File: src/rtl/nib_ccr_pkg.sv
package nib_ccr_pkg;
   localparam int unsigned FLAG_W  = 4;
   localparam int unsigned OPC_W   = 2;
   localparam int unsigned C_BIT   = 0;
   localparam int unsigned B_BIT   = 1;
   localparam int unsigned RSV_BIT = 2;
   localparam int unsigned I_BIT   = 3;

   typedef enum logic [OPC_W-1:0] {
      OPC_NONE  = 2'd0,
      OPC_ARITH = 2'd1,
      OPC_LOGIC = 2'd2,
      OPC_SHIFT = 2'd3
   } opc_e;
endpackage

File: src/rtl/nib_ccr_carry.sv
module nib_ccr_carry
   import nib_ccr_pkg::*;
(
   input  logic carry_q_i,
   input  opc_e opc_i,
   input  logic alu_carry_i,
   output logic carry_d_o
);
   always_comb begin
      unique case (opc_i)
         OPC_ARITH, OPC_SHIFT: carry_d_o = alu_carry_i;
         default:              carry_d_o = carry_q_i;
      endcase
   end
endmodule

File: src/rtl/nib_ccr_branch.sv
module nib_ccr_branch
   import nib_ccr_pkg::*;
(
   input  logic branch_q_i,
   input  opc_e opc_i,
   input  logic alu_branch_i,
   input  logic set_i,
   input  logic tog_i,
   output logic branch_d_o
);
   always_comb begin
      if (set_i)
         branch_d_o = 1'b1;
      else if (tog_i)
         branch_d_o = ~branch_q_i;
      else if (opc_i != OPC_NONE)
         branch_d_o = alu_branch_i;
      else
         branch_d_o = branch_q_i;
   end
endmodule

File: src/rtl/nib_ccr_ie.sv
module nib_ccr_ie #(
   parameter int unsigned CLEAR_WINS = 1
) (
   input  logic ie_q_i,
   input  logic clr_i,
   input  logic ei_i,
   input  logic rti_i,
   input  logic sleep_i,
   output logic ie_d_o
);
   logic any_set;
   assign any_set = ei_i | rti_i | sleep_i;

   generate
      if (CLEAR_WINS != 0) begin : g_clear_first
         always_comb begin
            if (clr_i)        ie_d_o = 1'b0;
            else if (any_set) ie_d_o = 1'b1;
            else              ie_d_o = ie_q_i;
         end
      end else begin : g_set_first
         always_comb begin
            if (any_set)      ie_d_o = 1'b1;
            else if (clr_i)   ie_d_o = 1'b0;
            else              ie_d_o = ie_q_i;
         end
      end
   endgenerate
endmodule

File: src/rtl/nib_ccr.sv
module nib_ccr
   import nib_ccr_pkg::*;
#(
   parameter int unsigned CLEAR_WINS = 1
) (
   input  logic              clk,
   input  logic              rst_n,
   input  logic [OPC_W-1:0]  op_class_i,
   input  logic              alu_carry_i,
   input  logic              alu_branch_i,
   input  logic              wr_en_i,
   input  logic [FLAG_W-1:0] wr_data_i,
   input  logic              set_br_i,
   input  logic              tog_br_i,
   input  logic              di_i,
   input  logic              ei_i,
   input  logic              rti_i,
   input  logic              sleep_i,
   input  logic              irq_req_i,
   output logic [FLAG_W-1:0] flags_o,
   output logic              irq_accept_o
);
   initial begin : elab_chk
      assert (CLEAR_WINS <= 1) else $error("CLEAR_WINS must be 0 or 1");
   end

   opc_e opc;
   logic c_q, b_q, i_q;
   logic c_nx, b_nx, i_nx;
   logic unused_rsv;

   assign opc        = opc_e'(op_class_i);
   assign unused_rsv = wr_data_i[RSV_BIT];

   nib_ccr_carry u_carry (
      .carry_q_i   (c_q),
      .opc_i       (opc),
      .alu_carry_i (alu_carry_i),
      .carry_d_o   (c_nx)
   );

   nib_ccr_branch u_branch (
      .branch_q_i   (b_q),
      .opc_i        (opc),
      .alu_branch_i (alu_branch_i),
      .set_i        (set_br_i),
      .tog_i        (tog_br_i),
      .branch_d_o   (b_nx)
   );

   nib_ccr_ie #(.CLEAR_WINS(CLEAR_WINS)) u_ie (
      .ie_q_i  (i_q),
      .clr_i   (di_i),
      .ei_i    (ei_i),
      .rti_i   (rti_i),
      .sleep_i (sleep_i),
      .ie_d_o  (i_nx)
   );

   always_ff @(posedge clk or negedge rst_n) begin
      if (!rst_n) begin
         c_q <= 1'b0;
         b_q <= 1'b0;
         i_q <= 1'b0;
      end else if (wr_en_i) begin
         c_q <= wr_data_i[C_BIT];
         b_q <= wr_data_i[B_BIT];
         i_q <= wr_data_i[I_BIT];
      end else begin
         c_q <= c_nx;
         b_q <= b_nx;
         i_q <= i_nx;
      end
   end

   always_comb begin
      flags_o          = '0;
      flags_o[C_BIT]   = c_q;
      flags_o[B_BIT]   = b_q;
      flags_o[I_BIT]   = i_q;
   end

   assign irq_accept_o = irq_req_i & i_q;
endmodule

File: config.mk
export PLATFORM = sky130hd
export DESIGN_NAME = nib_ccr
export DESIGN_NICKNAME = d
export VERILOG_FILES = /design/src/rtl/nib_ccr_pkg.sv /design/src/rtl/nib_ccr_carry.sv /design/src/rtl/nib_ccr_branch.sv /design/src/rtl/nib_ccr_ie.sv /design/src/rtl/nib_ccr.sv
export SDC_FILE = /design/constraint.sdc
export NUM_CORES = 1
export LEC_CHECK = 0
export ABC_AREA = 0
export BUFFER_PORTS_ARGS = -buffer_cell sky130_fd_sc_hd__buf_2
export CORE_AREA = 3 3 40 42
export DETAILED_ROUTE_END_ITERATION = 10
export DIE_AREA = 0 0 43 45
export GPL_TIMING_DRIVEN = 0
export SLEW_MARGIN = 5
export SYNTH_ARGS = -nofsm -noshare
export SYNTH_HDL_FRONTEND = slang
export SYNTH_SLANG_ARGS = --single-unit
export TNS_END_PERCENT = 10
File: constraint.sdc
create_clock -name clk -period 2.1 [get_ports clk]
set_clock_uncertainty 0.15 [all_clocks]
set_input_delay 0.315 -clock clk [delete_from_list [all_inputs] [get_ports clk]]
set_output_delay 0.315 -clock clk [all_outputs]
set_load 0.02 [all_outputs]
==> results of run 1 <==
## per-layer routing
metal	GRT usage	vias to the layer above
met5	0	-
met4	0.05422	0
met3	0.03187	2
met2	0.08084	15
met1	0.07990	85
li1	-	121
## metrics by stage
step / instances / utilization / instance area (um2) / power (W)
global placement: 57 / 0.2405 / 309.0 / 0.0001183
finish: 62 / 0.2687 / 345.3 / 0.0002201
detailed placement: 57 / 0.2405 / 309.0 / 0.0001195
floorplan: 22 / - / 190.2 / 0.00009386
global route: 62 / 0.2687 / 345.3 / 0.0002402
CTS: 62 / 0.2687 / 345.3 / 0.0002267
## power breakdown
group / internal, W / switching, W / total [W]
Clock: 0.0000712 / 0.0000298 / 0.000101
Combinational: 0.0000287 / 0.0000241 / 0.0000528
Sequential: 0.0000631 / 0.00000318 / 0.0000663
## cells in the final DEF, fill, tap and decap left out
cell type       n
and2_1          1
clkbuf_1        1
clkbuf_4        3
nand2_1         3
o311ai_1        1
buf_4           4
conb_1          1
o31ai_1         1
nor2b_1         1
nor2_1          2
dlygate4sd3_1   1
or4_1           1
mux2i_1         1
buf_2          20
dfrtp_1         3
o21ai_0         1
nor4_1          1
a21oi_1         1
## sequential cells by signal (all words and copies together) (netlist names)
signal / count
b_q: 1
c_q: 1
i_q: 1
## cell type report
class	instances	area, um2
plain buffers	4	30.03
flip-flops and latches	3	75.07
well taps	15	18.77
repair buffers	21	110.1
clock buffers	4	26.28
fillers	149	939.7
multi-input cells	15	85.08
## cells in the mapped netlist
cell      n
nor2_1    2
o21ai_0   1
or4_1     1
and2_1    1
nor2b_1   1
buf_4     4
conb_1    1
nor4_1    1
o31ai_1   1
dfrtp_1   3
a21oi_1   1
o311ai_1  1
nand2_1   3
mux2i_1   1
## logic make-up after synthesis
logic type / synth area share
simple gates: 0.2369
other cells: 0.01972
buf+inv: 0.1579
mux: 0.05263
compound gates: 0.1381
flops: 0.3947
## how the worst max path moves through the flow
| stage | start | end | cells past startpoint |
|---|---|---|---|
| floorplan | op_class_i[0] | b_q | 3 |
| global placement | op_class_i[0] | b_q | 4 |
| detailed placement | op_class_i[0] | b_q | 4 |
| CTS | i_q | irq_accept_o | 2 |
| global route | i_q | irq_accept_o | 2 |
| finish | i_q | irq_accept_o | 2 |
==> metrics.cfg, run 1 <==
[clock_tree]
cts_tree = built
cts-resized-gates = 0
cts_buffer_depth = 2
cts_hold_buf = 1
cts_setup_buffers = 0
h-tree-depth = 1
clkSlewWorstSetupHoldPaths_ns = 0.04
cts_sinks = 3
clockRootBuffer = clkbuf_4
cts_buffers = 3
clk_latency_ns = 0.23

[final_layout]
diodes = 0
fin_nets = 66
area_delta_synth_final_pct = 81.58
drive_above_1_share = 0.5745

[synthesis]
yosysSeqAreaShare = 0.3947
synth_largest_area_cell = dfrtp_1
ys_top_cells_by_area = dfrtp_1 (39%), buf_4 (16%), nand2_1 (5.9%)
syn-mean-instance-area_um2 = 8.645
yosysWarnings = 0
synth_cell_types = 14
syn-instance-count = 22
synth_top_area_share = 0.3947
synth_area_um2 = 190.2
syn_nets = 40
ys_ff_latch = 3

[setup_path]
critical-path-max-stage-delay_ns = 0.39
endpoint_kind = output port
reg2reg_to = b_q
cp_data_arrival_time_ns = 0.91
worst-setup-path-type = register to output port
critPathBufInv = 1
r2r_setup_slack_ns = 0.83
crit_path_start_kind = register
critPathRequiredTime_ns = 1.63
crit_path_top_delay_cell = dfrtp_1
rr_worst_depth = 3
worstPathMaxFanout = 3
path_delay_family = flip-flops
r2r_start = b_q
crit_chain = and2_1 -> buf_2

[floorplan]
die_w_um = 43
die_y_um = 45
rows = 13
ios = 23
start_util = 0.1480
core_mm2 = 0.001285
dieArea_mm2 = 0.001935

[routing]
met2WireLength_um = 241
drcViolationCount = 0
wl_met1_um = 212
drt_iter0_drc = 5
first_pass_iters = 2
top_layer = met4
totalWireLength_um = 530
dr_wl_met3_um = 65
ant_nets = 0
via_per_inst = 3.597
num_vias = 223
routedWlPerCell_um = 8.548

[job]
cap_violations = 0

[timing]
hold_ws_ns = 0.1267
maxSlewViolCount = 0
fmax_mhz = 729.5
finalCritPeriodShare = 0.6527
fin_ws_ns = 0.7292
setup_viol = 0
tns_ns = 0
min_period_ns = 1.371
rsz0062_at_grt = false
hold_viol = 0

[grt]
grt_pass1_vias = 215
antenna_found_initial = 0
grt_start_max_net_pins = 7
grt_pass1_wl_um = 869
overflow = 0
grt_use_total = 0.06422

[hold_path]
hp-class = input pin to register
min_to = i_q
worstHoldStart = di_i
whs_path_depth = 2

[power]
power_density_mw_per_mm2 = 637.4
ir_worst_vdd_mv = 0.2211
cellLeakagePower_nw = 0.1864

[placed_design]
gp_congestion = 0.6308
dp_slack_ns = 0.6458
port_buffers = 20

[run_status]
outcome = completed

Power figures use the tool's default switching activity.
==> run 2, diff against run 1 <==
- clock period: 2.1 -> 1.3 ns (I/O delays scaled with it)
==> metrics.cfg, run 2 (same netlist as run 1, synthesis figures left out) <==
[run_status]
outcome = completed

[routing]
drt_iter0_drc = 4
ant_nets = 0
first_pass_iters = 2
num_vias = 229
via_per_inst = 3.694
routedWlPerCell_um = 8.935
drcViolationCount = 0
totalWireLength_um = 554

[final_layout]
diodes = 0
layout_common_cells = buf_2 (20), buf_4 (4), nand2_1 (3), dfrtp_1 (3), clkbuf_4 (3)
reg_top3 = b_q: 1 flops, c_q: 1 flops, i_q: 1 flops
final_common_cell = buf_2
design_area_um2 = 352.8
instances_no_fill = 62
area_delta_synth_final_pct = 85.53
drive_above_1_share = 0.5957
fin_nets = 66

[grt]
grt_use_total = 0.06422
grt_start_max_net_pins = 7
grt_pass1_vias = 215
antenna_found_initial = 0
overflow = 0
grt_pass1_wl_um = 869

[setup_path]
worst-path-stages = 3
cp_data_arrival_time_ns = 1.24
critical-path-max-stage-delay_ns = 0.42
reg2reg_to = b_q
crit_chain = or4_1 -> o311ai_2 -> a21oi_1
worstPathMaxFanout = 3
crit_path_top_delay_cell = or4_1
crit_path_start_kind = register
critPathBufInv = 0
endpoint_kind = register
worst-setup-path-type = register to register
critPathRequiredTime_ns = 1.25
path_delay_family = simple AND/OR/NAND/NOR gates
r2r_setup_slack_ns = 0.01
rr_worst_depth = 3
r2r_start = b_q

[placed_design]
dpl-instance-area_um2 = 309.0
gp_congestion = 0.6308
dp_slack_ns = -0.03418
dp.cells = 57
port_buffers = 20

[floorplan]
ios = 23
die_y_um = 45
die_w_um = 43
rows = 13
dieArea_mm2 = 0.001935
start_util = 0.1480
core_mm2 = 0.001285

[power]
ir_worst_vdd_mv = 0.3575
cellLeakagePower_nw = 0.1879
power_density_mw_per_mm2 = 1018

[clock_tree]
clkSlewWorstSetupHoldPaths_ns = 0.04
h-tree-depth = 1
cts_setup_buffers = 0
cts_buffers = 3
cts_sinks = 3
cts_buffer_depth = 2
clk_latency_ns = 0.23
cts_tree = built
clockRootBuffer = clkbuf_4

[hold_path]
worstHoldStart = di_i
hp-class = input pin to register
min_to = i_q
whs_path_depth = 2

[job]
cap_violations = 0

[timing]
fmax_mhz = 777.7
finalCritPeriodShare = 0.9892
hold_viol = 0
tns_ns = 0
rsz0062_at_grt = true
setup_viol = 0
fin_ws_ns = 0.01408
maxSlewViolCount = 0
min_period_ns = 1.286

-- run 2: area by class of cell --
type / count / area [um2]
Multi-Input combinational cell: 15 / 92.59
Sequential cell: 3 / 75.07
Tap cell: 15 / 18.77
Fill cell: 152 / 932.1
Clock buffer: 4 / 26.28
Buffer: 4 / 30.03
Timing Repair Buffer: 21 / 110.1
-- run 2: worst max path at each step --
| stage | start | to | slack, ns |
|---|---|---|---|
| after floorplan | b_q | b_q | 0.1 |
| after global placement | op_class_i[0] | b_q | -0.03 |
| after detailed placement | op_class_i[0] | b_q | -0.03 |
| after CTS | b_q | b_q | 0.02 |
| after global routing | b_q | b_q | -0.05 |
| final | b_q | b_q | 0.01 |
-- run 2: repair_timing --
action	in CTS	in global routing
endpoints found under the setup margin	0	2
hold buffers	1	0
endpoints found under the hold margin	3	0
gates resized for setup	0	1
-- run 2: report_power, final --
part | internal, W | switching [W]
registers | 0.000102 | 0.00000514
clock network | 0.000115 | 0.0000481
logic | 0.0000479 | 0.0000411
total | 0.000265 | 0.0000943
-- run 2: routing by layer --
layer	track usage	vias up	share of wire
li1	-	121	-
met1	0.07990	91	0.39
met2	0.08084	15	0.47
met3	0.03187	2	0.12
met4	0.05422	0	0.018
met5	0	-	0
-- run 2: metrics by stage --
stage	hold slack [ns]	total power, W	utilization
final	0.006757	0.0003591	0.2746
after global routing	0.01295	0.0003920	0.2746
after CTS	0.006669	0.0003662	0.2687
after detailed placement	-0.1571	0.0001931	0.2405
after global placement	-0.1591	0.0001911	0.2405
after floorplan	-0.2506	0.0001516	-
